## config.mk

```make
export PLATFORM = sky130hd
export DESIGN_NAME = tam_access_ctrl
export DESIGN_NICKNAME = d
export VERILOG_FILES = /design/src/rtl/tam_pkg.sv /design/src/rtl/tam_cfg_reg.sv /design/src/rtl/tam_core_enable.sv /design/src/rtl/tam_router.sv /design/src/rtl/tam_access_ctrl.sv
export SDC_FILE = /design/constraint.sdc
export NUM_CORES = 1
export LEC_CHECK = 0
export ABC_AREA = 0
export CORE_UTILIZATION = 47
export CTS_CLUSTER_SIZE = 25
export DETAILED_ROUTE_END_ITERATION = 10
export GPL_TIMING_DRIVEN = 1
export PLACE_DENSITY = 0.88
export SLEW_MARGIN = 40
export SYNTH_ARGS = -nofsm -noshare
export SYNTH_HDL_FRONTEND = slang
export SYNTH_SLANG_ARGS = --single-unit
```

## constraint.sdc

```tcl
create_clock -name clk -period 5.75 [get_ports clk]
set_input_delay 1.15 -clock clk [delete_from_list [all_inputs] [get_ports clk]]
set_output_delay 1.15 -clock clk [all_outputs]
set_load 0.05 [all_outputs]
```

## src/rtl/tam_pkg.sv

```systemverilog
package tam_pkg;
    typedef enum logic [1:0] {
        TM_SINGLE = 2'b00,
        TM_CHAIN  = 2'b01,
        TM_SPLIT  = 2'b10,
        TM_IDLE   = 2'b11
    } tam_mode_e;
endpackage

```

## src/rtl/tam_cfg_reg.sv

```systemverilog
module tam_cfg_reg
    import tam_pkg::*;
#(
    parameter int SEL_W = 4,
    localparam int CFG_W = SEL_W + 2
) (
    input  logic             clk,
    input  logic             rst_n,
    input  logic             cfg_en,
    input  logic             cfg_si,
    input  logic             shift_in,
    input  logic             update_in,
    output logic [CFG_W-1:0] stage,
    output tam_mode_e        live_mode,
    output logic [SEL_W-1:0] live_sel
);
    typedef struct packed {
        logic [CFG_W-1:0] stage;
        logic [CFG_W-1:0] live;
    } cfg_state_t;

    cfg_state_t st_d, st_q;

    always_comb begin
        st_d = st_q;
        // commit uses the staging value as it was before this edge
        if (cfg_en && update_in && !shift_in) begin
            st_d.live = st_q.stage;
        end
        if (cfg_en && shift_in) begin
            st_d.stage = {cfg_si, st_q.stage[CFG_W-1:1]};
        end
    end

    always_ff @(posedge clk or negedge rst_n) begin
        if (!rst_n) begin
            st_q <= '0;
        end else begin
            st_q <= st_d;
        end
    end

    assign stage     = st_q.stage;
    assign live_mode = tam_mode_e'(st_q.live[1:0]);
    assign live_sel  = st_q.live[CFG_W-1:2];
endmodule

```

## src/rtl/tam_core_enable.sv

```systemverilog
module tam_core_enable
    import tam_pkg::*;
#(
    parameter int NUM_CORES = 4,
    parameter int SEL_W     = 4
) (
    input  tam_mode_e            mode,
    input  logic [SEL_W-1:0]     sel,
    output logic [NUM_CORES-1:0] active
);
    for (genvar k = 0; k < NUM_CORES; k++) begin : g_core
        always_comb begin
            unique case (mode)
                TM_SINGLE: active[k] = (sel == SEL_W'(k));
                TM_CHAIN:  active[k] = sel[k];
                TM_SPLIT:  active[k] = 1'b1;
                default:   active[k] = 1'b0;
            endcase
        end
    end
endmodule

```

## src/rtl/tam_router.sv

```systemverilog
module tam_router
    import tam_pkg::*;
#(
    parameter int NUM_CORES = 4,
    parameter int TAM_W     = 8,
    localparam int LANE_W   = TAM_W / NUM_CORES,
    localparam int FLAT_W   = NUM_CORES * TAM_W
) (
    input  tam_mode_e            mode,
    input  logic [NUM_CORES-1:0] active,
    input  logic [TAM_W-1:0]     tam_in,
    input  logic [FLAT_W-1:0]    core_so,
    output logic [FLAT_W-1:0]    core_si,
    output logic [TAM_W-1:0]     tam_out
);
    logic [TAM_W-1:0]  hop;
    logic [FLAT_W-1:0] split_si;
    logic [TAM_W-1:0]  split_out;

    // fixed lane wiring for split mode, one slice per core
    for (genvar k = 0; k < NUM_CORES; k++) begin : g_lane
        if (TAM_W > LANE_W) begin : g_pad
            assign split_si[k*TAM_W+LANE_W +: TAM_W-LANE_W] = '0;
        end
        assign split_si[k*TAM_W +: LANE_W]  = tam_in[k*LANE_W +: LANE_W];
        assign split_out[k*LANE_W +: LANE_W] = core_so[k*TAM_W +: LANE_W];
    end

    always_comb begin
        core_si = '0;
        tam_out = '0;
        hop     = tam_in;
        unique case (mode)
            TM_SINGLE: begin
                for (int k = 0; k < NUM_CORES; k++) begin
                    if (active[k]) begin
                        core_si[k*TAM_W +: TAM_W] = tam_in;
                        tam_out = core_so[k*TAM_W +: TAM_W];
                    end
                end
            end
            TM_CHAIN: begin
                for (int k = 0; k < NUM_CORES; k++) begin
                    if (active[k]) begin
                        core_si[k*TAM_W +: TAM_W] = hop;
                        hop = core_so[k*TAM_W +: TAM_W];
                    end
                end
                tam_out = hop;
            end
            TM_SPLIT: begin
                core_si = split_si;
                tam_out = split_out;
            end
            default: ;
        endcase
    end
endmodule

```

## src/rtl/tam_access_ctrl.sv

```systemverilog
module tam_access_ctrl
    import tam_pkg::*;
#(
    parameter int NUM_CORES = 4,
    parameter int TAM_W     = 8,
    localparam int SEL_W    = NUM_CORES,
    localparam int CFG_W    = SEL_W + 2,
    localparam int FLAT_W   = NUM_CORES * TAM_W
) (
    input  logic                 clk,
    input  logic                 rst_n,
    input  logic                 cfg_en,
    input  logic                 cfg_si,
    input  logic                 shift_in,
    input  logic                 capture_in,
    input  logic                 update_in,
    input  logic [TAM_W-1:0]     tam_in,
    output logic [TAM_W-1:0]     tam_out,
    output logic [FLAT_W-1:0]    core_si,
    input  logic [FLAT_W-1:0]    core_so,
    output logic [NUM_CORES-1:0] core_shift,
    output logic [NUM_CORES-1:0] core_capture,
    output logic [NUM_CORES-1:0] core_update
);
    tam_mode_e            live_mode;
    logic [SEL_W-1:0]     live_sel;
    logic [CFG_W-1:0]     stage_vec;
    logic [NUM_CORES-1:0] active;
    logic                 pass_ok;

    tam_cfg_reg #(.SEL_W(SEL_W)) u_cfg (
        .clk      (clk),
        .rst_n    (rst_n),
        .cfg_en   (cfg_en),
        .cfg_si   (cfg_si),
        .shift_in (shift_in),
        .update_in(update_in),
        .stage    (stage_vec),
        .live_mode(live_mode),
        .live_sel (live_sel)
    );

    tam_core_enable #(.NUM_CORES(NUM_CORES), .SEL_W(SEL_W)) u_en (
        .mode  (live_mode),
        .sel   (live_sel),
        .active(active)
    );

    tam_router #(.NUM_CORES(NUM_CORES), .TAM_W(TAM_W)) u_route (
        .mode   (live_mode),
        .active (active),
        .tam_in (tam_in),
        .core_so(core_so),
        .core_si(core_si),
        .tam_out(tam_out)
    );

    // strobes reach wrappers only outside configuration
    assign pass_ok      = !cfg_en;
    assign core_shift   = active & {NUM_CORES{shift_in   & pass_ok}};
    assign core_capture = active & {NUM_CORES{capture_in & pass_ok}};
    assign core_update  = active & {NUM_CORES{update_in  & pass_ok}};
endmodule

```

==> results of run 1 <==
[registers in the layout (all words and copies together) (netlist names)]
name / cells
u_cfg.stage: 6
u_cfg.live_sel: 4
u_cfg.live_mode: 2
[layer usage]
layer | vias up | track usage | wire length, um
li1 | 1414 | - | -
met3 | 30 | 0.0281 | 780
met4 | 0 | 0.149 | 312
met5 | - | 0 | 0
met1 | 1409 | 0.413 | 3440
met2 | 206 | 0.557 | 4030
[kinds of logic (layout without fill, tap and decap cells)]
kind of cell | after synthesis | count (layout) | share of synthesized area
and+or+nand+nor | 153 | 153 | 0.349
DFF | 12 | 12 | 0.133
muxes | 18 | 18 | 0.0892
AOI/OAI and AO/OA | 111 | 111 | 0.355
buffers and inverters | 36 | 116 | 0.0704
xor gates and xnor gates | 1 | 1 | 0.00388
[stage by stage]
step | cells | instance area (um2) | utilization | hold WS [ps] | worst slack [ps]
6_report | 463 | 3290 | 0.735 | 498 | 1040
2_1_floorplan | 331 | 2260 | - | 475 | 1780
3_5_place_dp | 459 | 3220 | 0.721 | 495 | 1170
3_3_place_gp | 459 | 3210 | 0.718 | 490 | 1170
5_1_grt | 463 | 3290 | 0.735 | 516 | 921
4_1_cts | 463 | 3280 | 0.733 | 504 | 1080
[cell usage in the layout (no fill, tap or decap), drive strengths merged, types with 9 or more instances in the layout]
master / Yosys / final
nand2b: 13 / 13
and2: 10 / 10
a21oi: 25 / 25
clkdlybuf4s50: 0 / 98
inv: 9 / 9
nand3: 17 / 17
mux2: 17 / 17
dfrtp: 12 / 12
nand2: 53 / 53
nand3b: 13 / 13
nor2: 24 / 24
o21ai: 20 / 20
[worst min-delay path by stage]
stage,startpoint,endpoint,slack [ps]
4_1_cts,u_cfg.stage[0],u_cfg.live_mode[0],500
5_1_grt,u_cfg.stage[0],u_cfg.stage[0],520
2_1_floorplan,u_cfg.stage[0],u_cfg.live_mode[0],470
3_3_place_gp,u_cfg.stage[0],u_cfg.live_mode[0],490
6_report,u_cfg.stage[0],u_cfg.live_mode[0],500
3_5_place_dp,u_cfg.stage[0],u_cfg.live_mode[0],500
[cell usage after synthesis, types with 4 or more instances]
| cell type | instances |
|---|---|
| a21oi_1 | 24 |
| a31oi_1 | 8 |
| a32oi_1 | 5 |
| and2_1 | 10 |
| buf_2 | 7 |
| clkbuf_1 | 16 |
| dfrtp_1 | 12 |
| inv_1 | 9 |
| mux2_2 | 17 |
| nand2_1 | 53 |
| nand2b_1 | 13 |
| nand3_1 | 17 |
| nand3b_1 | 13 |
| nand4_1 | 7 |
| nor2_1 | 23 |
| o2111ai_1 | 5 |
| o211ai_1 | 5 |
| o21ai_0 | 18 |
| o21bai_1 | 4 |
| o221a_2 | 7 |
| o311ai_1 | 5 |
[cell type report]
cell class	instances	area, um2	area share
clock buffers	4	55.1	0.0167
inverters	10	37.5	0.0114
multi-input cells	283	1820	0.553
flip-flops and latches	12	302	0.0917
well taps	52	65.1	0.0198
repair buffers	102	1010	0.307
[worst register-to-register path: cells and delay by family (launching register included)]
family	cells	cell delay (ps)
flip-flops	1	860
buffers and inverters	1	390
multiplexers	1	190
==> results.sh, run 1 <==
export IMPL_status="finished with violations"
export IMPL_violations="design-rule violations"
export IMPL_max_slew_margin_rel=0.450
export IMPL_yosysTopAreaCellShare=0.133
export IMPL_synthArstFlopShare=1.00
export IMPL_ctsLongestPathBuffers=2
export IMPL_syn2layout_area_growth_pct=45.7
export IMPL_tritoncts="built"
export IMPL_synth_edff_count=0
export IMPL_root_buffer="clkbuf_8"
export IMPL_fillers=378
export IMPL_firstDrtPassIters=9
export IMPL_numCtsBuffers=3
export IMPL_first_iter_violations=416
export IMPL_min_period_ps=4710
export IMPL_syn_area_per_cell_um2=6.82
export IMPL_wirelength_mm=8.57
export IMPL_holdBufCountCts=0
export IMPL_drive_gt1_frac=0.105
export IMPL_nets=459
export IMPL_rsz0062_at_grt="no"
export IMPL_crit_family="buffers and inverters"
export IMPL_setup_viol_count_final=0
export IMPL_critPathBufInv=2
export IMPL_cp_required_ps=4600
export IMPL_clock_fmax_mhz=212
export IMPL_fin_skew_ps=1.94
export IMPL_synth_nets=378
export IMPL_grt_pass1_vias=2731
export IMPL_cap_violations=0
export IMPL_netlist_area_um2=2260
export IMPL_antenna_found_initial=0
export IMPL_finalSetupTns_ps=0
export IMPL_initial_core_util=0.505
export IMPL_netlist_top_cells_area="dfrtp_1, nand2_1, mux2_2"
export IMPL_io_buffers=98
export IMPL_dieArea_um2=5090
export IMPL_path_class="reg -> out"
export IMPL_cts_setup_buffers=0
export IMPL_clkSlewWorstSetupHoldPaths_ps=50
export IMPL_path_cells="buf_4, and2_1, o311ai_0, a221o_1, a21oi_2, clkdlybuf4s50_1"
export IMPL_slowest_stage="dfrtp_1"
export IMPL_die_y_um=71.3
export IMPL_ant_nets=0
export IMPL_crit_start="u_cfg.live_mode[0]"
export IMPL_reg2reg_slack_ps=4250
export IMPL_maxSlewViolCount=0
export IMPL_ios=99
export IMPL_start_kind="register"
export IMPL_r2r_end="u_cfg.live_mode[0]"
export IMPL_gr_total_overflow=0
export IMPL_synth_seq_area_share=0.133
export IMPL_cts_htree_levels=1
export IMPL_place_hpwl_mm=6.24
export IMPL_yosys_warnings=0
export IMPL_grt_max_degree=28
export IMPL_crit_path_end_kind="primary output"
export IMPL_whs_path_depth=1
export IMPL_wl_per_cell_um=18.5
export IMPL_core_area_um2=4470
export IMPL_grt_pass1_wl_mm=13.2
export IMPL_grt_usage=0.324
export IMPL_via_count=3059
export IMPL_synth_top_area_cell="dfrtp_1"
export IMPL_postCtsResizedCells=0
export IMPL_cpPeakStageDelay_ps=860
export IMPL_hold_class="reg -> reg"
export IMPL_timing_final_crit_share=0.819
export IMPL_cts_num_sinks=12
export IMPL_viasPerCell=6.61
export IMPL_hold_viol=0
export IMPL_reg2reg_depth=2
export IMPL_antenna_cells=0
export IMPL_die_w_um=71.3
export IMPL_critPathArrivalTime_ps=3560
export IMPL_reg2reg_from="u_cfg.live_mode[0]"
export IMPL_synth_distinct_cells=60
export IMPL_routabilityCongestion=0.976
export IMPL_synth_seq_cells=12
export IMPL_synth_cells=331
export IMPL_clk_latency_ps=230
export IMPL_path_depth=6
export IMPL_crit_end="tam_out[1]"
export IMPL_synth_ff_type="dfrtp_1"
export IMPL_tightest_slew_ps=826
export IMPL_cp_max_fo=26
export IMPL_drc=9
export IMPL_std_cell_rows=24
Power of run 1 is not shown: default switching activity piles up to over one toggle a cycle in this logic, so the estimate is an artifact.
==> inputs of run 2 (changes only) <==
CORE_UTILIZATION = 43   (was 47)
PLACE_DENSITY = 0.82   (was 0.88)
clock period = 4.4 ns   (was 5.75 ns; I/O delays follow)
==> run 2 against run 1 <==
  * The flow now finishes without violations
  * Wire length increased by 5.1%
  * Die area increased by 9.0%
  * Sequential cell count unchanged
  * Non-clock buffer count is 6 higher
  * Hold slack better by 21 ps
  * Register-to-register slack worse by 920 ps
  * Global-route usage decreased by 0.095 points
  * Final cell count up 5.2%
  * Highest routed layer unchanged
==> results.sh, run 2 (synthesis gave the netlist of run 1 again) <==
export IMPL_syn2layout_area_growth_pct=59.1
export IMPL_met2_wirelength_mm=4.35
export IMPL_viasPerCell=6.48
export IMPL_critPathArrivalTime_ps=3110
export IMPL_rsz0062_at_grt="no"
export IMPL_wl_met3_um=781
export IMPL_fin_skew_ps=2.59
export IMPL_dieArea_um2=5550
export IMPL_crit_start="u_cfg.live_sel[1]"
export IMPL_hold_class="reg -> reg"
export IMPL_wl_per_cell_um=18.5
export IMPL_reg2reg_depth=2
export IMPL_holdWs_ps=520
export IMPL_crit_path_end_kind="primary output"
export IMPL_grt_usage=0.323
export IMPL_setup_viol_count_final=0
export IMPL_die_y_um=74.5
export IMPL_cts_htree_levels=1
export IMPL_min_period_ps=3990
export IMPL_nets=465
export IMPL_status="completed"
export IMPL_antenna_cells=0
export IMPL_hold_viol=0
export IMPL_place_hpwl_mm=6.63
export IMPL_numCtsBuffers=3
export IMPL_fillers=432
export IMPL_clk_latency_ps=250
export IMPL_ctsLongestPathBuffers=2
export IMPL_clkSlewWorstSetupHoldPaths_ps=50
export IMPL_core_area_um2=5070
export IMPL_io_buffers=98
export IMPL_cts_setup_buffers=0
export IMPL_largest_reg_flops=6
export IMPL_ant_nets=0
export IMPL_reg2reg_from="u_cfg.live_mode[0]"
export IMPL_die_w_um=74.5
export IMPL_timing_final_crit_share=0.907
export IMPL_first_iter_violations=556
export IMPL_max_slew_margin_rel=0.488
export IMPL_tritoncts="built"
export IMPL_final_cell_mix="clkdlybuf4s50_1, nand2_1, buf_12"
export IMPL_initial_core_util=0.445
export IMPL_routed_top_layer="met4"
export IMPL_drive_gt1_frac=0.175
export IMPL_r2r_end="u_cfg.live_mode[0]"
export IMPL_clock_fmax_mhz=250
export IMPL_firstDrtPassIters=5
export IMPL_via_count=3154
export IMPL_grt_pass1_wl_mm=13.9
export IMPL_register_area_um2=300
export IMPL_cp_max_fo=16
export IMPL_layout_commonest_cell="clkdlybuf4s50_1"
export IMPL_met1_length_mm=3.38
export IMPL_antenna_found_initial=0
export IMPL_finalSetupTns_ps=0
export IMPL_postCtsResizedCells=0
export IMPL_wirelength_mm=9.00
export IMPL_gr_total_overflow=0
export IMPL_reg2reg_slack_ps=3330
export IMPL_grt_max_degree=37
export IMPL_cts_num_sinks=12
export IMPL_tightest_slew_ps=768
export IMPL_std_cell_rows=26
export IMPL_ios=99
export IMPL_holdBufCountCts=0
export IMPL_routabilityCongestion=0.961
export IMPL_cap_violations=0
export IMPL_path_class="reg -> out"
export IMPL_multi_input_area_um2=1800
export IMPL_grt_pass1_vias=2882
export IMPL_start_kind="register"
export IMPL_cp_required_ps=3520
export IMPL_maxSlewViolCount=0
export IMPL_root_buffer="clkbuf_8"
export IMPL_drc=0
export IMPL_crit_end="core_si[8]"
[run 2: routing by layer]
layer,vias up,GRT usage
met5,-,0
met4,0,0.205
met3,49,0.0285
met2,229,0.537
met1,1455,0.402
li1,1421,-
[run 2: per-stage QoR]
step / instances / utilization / worst slack [ps] / cell area [um2]
3_5_place_dp: 483 / 0.697 / 475 / 3540
5_1_grt: 487 / 0.708 / 310 / 3590
6_report: 487 / 0.708 / 408 / 3590
3_3_place_gp: 483 / 0.697 / 562 / 3540
4_1_cts: 487 / 0.708 / 434 / 3590
2_1_floorplan: 331 / - / 822 / 2260
[run 2: how the worst min path moves through the flow]
stage | from | to | slack (ps) | depth (start not counted)
detailed placement | u_cfg.stage[0] | u_cfg.stage[0] | 510 | 1
CTS | u_cfg.stage[0] | u_cfg.stage[0] | 520 | 1
global route | u_cfg.stage[0] | u_cfg.stage[0] | 520 | 1
global placement | u_cfg.stage[0] | u_cfg.live_mode[0] | 490 | 1
floorplan | u_cfg.stage[0] | u_cfg.live_mode[0] | 470 | 1
finish | u_cfg.stage[0] | u_cfg.stage[0] | 520 | 1
[run 2: cell type report]
| class | instances | share of cell area |
|---|---|---|
| timing repair buffer | 108 | 0.366 |
| sequential | 12 | 0.0836 |
| inverter | 10 | 0.0104 |
| clock buffer | 4 | 0.0153 |
| tap | 70 | 0.0244 |
| multi-input combinational | 283 | 0.501 |
[run 2: critical path, cell delays in order, from the launching register on]
cell and delay, ps:
dfrtp_1 540, or4b_4 640, nor2_1 110, o21bai_1 210, o21ai_0 250, a21boi_0 260, clkdlybuf4s50_1 850
Power of run 2 is left out for the same reason.
==> inputs of run 3 (changes only) <==
CORE_ASPECT_RATIO = 0.8   (was not set)
==> run 3 against run 2 <==
  * Count of clock-buffer cells in the layout unchanged
  * Sequential cell count stayed put
  * First-iteration DRC count is 46% lower
  * Global-route usage down 2.0 points
  * Hold slack lost 11 ps
  * Via count down 0.32%
  * Largest cell class unchanged
  * Cell area down 0.14%
==> results.sh, run 3 (synthesis gave the netlist of run 1 again) <==
export IMPL_status="completed"
export IMPL_reg2reg_depth=2
export IMPL_cp_required_ps=3520
export IMPL_critPathBufInv=1
export IMPL_worst_slack_ps=465
export IMPL_std_cell_rows=23
export IMPL_utilization=0.713
export IMPL_start_kind="register"
export IMPL_gr_total_overflow=0
export IMPL_clk_latency_ps=240
export IMPL_setup_viol_count_final=0
export IMPL_hold_class="reg -> reg"
export IMPL_dieArea_um2=5550
export IMPL_min_period_ps=3930
export IMPL_timing_final_crit_share=0.894
export IMPL_routabilityCongestion=0.903
export IMPL_first_iter_violations=299
export IMPL_cts_htree_levels=1
export IMPL_use_met3=0.0607
export IMPL_finalSetupTns_ps=0
export IMPL_whs_path_depth=1
export IMPL_slowest_stage="clkdlybuf4s50_1"
export IMPL_tritoncts="built"
export IMPL_largest_reg_flops=6
export IMPL_nets=465
export IMPL_layout_commonest_cell="clkdlybuf4s50_1"
export IMPL_fillers=397
export IMPL_final_area_um2=3590
export IMPL_rsz0062_at_grt="no"
export IMPL_fin_skew_ps=3.25
export IMPL_crit_path_end_kind="primary output"
export IMPL_r2r_end="u_cfg.live_sel[0]"
export IMPL_holdBufCountCts=0
export IMPL_viasPerCell=6.56
export IMPL_numCtsBuffers=3
export IMPL_root_buffer="clkbuf_8"
export IMPL_drive_gt1_frac=0.177
export IMPL_initial_core_util=0.448
export IMPL_cts_num_sinks=12
export IMPL_cap_violations=0
export IMPL_min_to="u_cfg.live_mode[0]"
export IMPL_die_y_um=66.8
export IMPL_placed_area_um2=3530
export IMPL_antenna_cells=0
export IMPL_max_slew_margin_rel=0.496
export IMPL_firstDrtPassIters=5
export IMPL_final_cell_mix="clkdlybuf4s50_1, nand2_1, buf_12"
export IMPL_hold_viol=0
export IMPL_postCtsResizedCells=0
export IMPL_via_count=3144
export IMPL_wirelength_mm=8.74
export IMPL_grt_pass1_vias=2818
export IMPL_io_buffers=98
export IMPL_reg2reg_slack_ps=3150
export IMPL_die_w_um=83.0
export IMPL_pre_cts_ws_ps=532
export IMPL_grt_usage=0.303
export IMPL_core_area_um2=5040
export IMPL_reg2reg_from="u_cfg.live_sel[0]"
export IMPL_drc=0
export IMPL_grt_pass1_wl_mm=13.6
export IMPL_cpPeakStageDelay_ps=830
export IMPL_path_cells="or4b_4, nor2_1, o21bai_1, o21ai_0, a21boi_0, clkdlybuf4s50_1"
export IMPL_cts_setup_buffers=0
export IMPL_tightest_slew_ps=756
export IMPL_cp_max_fo=15
export IMPL_top_usage_layer="met2"
export IMPL_ctsLongestPathBuffers=2
export IMPL_clock_fmax_mhz=254
export IMPL_syn2layout_area_growth_pct=58.9
export IMPL_crit_family="buffers and inverters"
export IMPL_critPathArrivalTime_ps=3050
export IMPL_grt_max_degree=25
export IMPL_path_class="reg -> out"
export IMPL_wl_per_cell_um=18.2
export IMPL_clkSlewWorstSetupHoldPaths_ps=50
export IMPL_min_from="u_cfg.stage[0]"
export IMPL_antenna_found_initial=0
export IMPL_use_met2=0.499
export IMPL_ant_nets=0
export IMPL_met1_usage=0.395
export IMPL_ios=99
export IMPL_place_hpwl_mm=6.47
export IMPL_register_area_um2=300
export IMPL_maxSlewViolCount=0
export IMPL_multi_input_area_um2=1800
## run 3: layer usage
layer,part of all wire,up-vias
li1,-,1426
met3,0.12,33
met1,0.40,1417
met4,0.033,0
met2,0.44,268
met5,0,-
## run 3: stage by stage
step / cells / hold slack (ps)
6_report: 479 / 509
4_1_cts: 479 / 513
2_1_floorplan: 331 / 475
5_1_grt: 479 / 523
3_5_place_dp: 475 / 495
3_3_place_gp: 475 / 490
## run 3: final cells by class
cell class | count | area share
sequential | 12 | 0.0837
timing repair buffer | 108 | 0.366
multi-input combinational | 283 | 0.503
inverter | 10 | 0.0105
clock buffer | 4 | 0.0153
tap | 62 | 0.0216
## run 3: how the worst max path moves through the flow
stage | endpoint | slack [ps] | cells after the start | from
after global routing | core_si[8] | 290 | 6 | u_cfg.live_sel[0]
final | core_si[8] | 470 | 6 | u_cfg.live_sel[0]
after global placement | core_si[8] | 610 | 7 | tam_in[0]
after detailed placement | core_si[8] | 530 | 7 | tam_in[0]
after CTS | core_si[8] | 480 | 6 | u_cfg.live_sel[0]
after floorplan | core_si[17] | 820 | 7 | u_cfg.live_mode[0]
Power of run 3 is left out for the same reason.
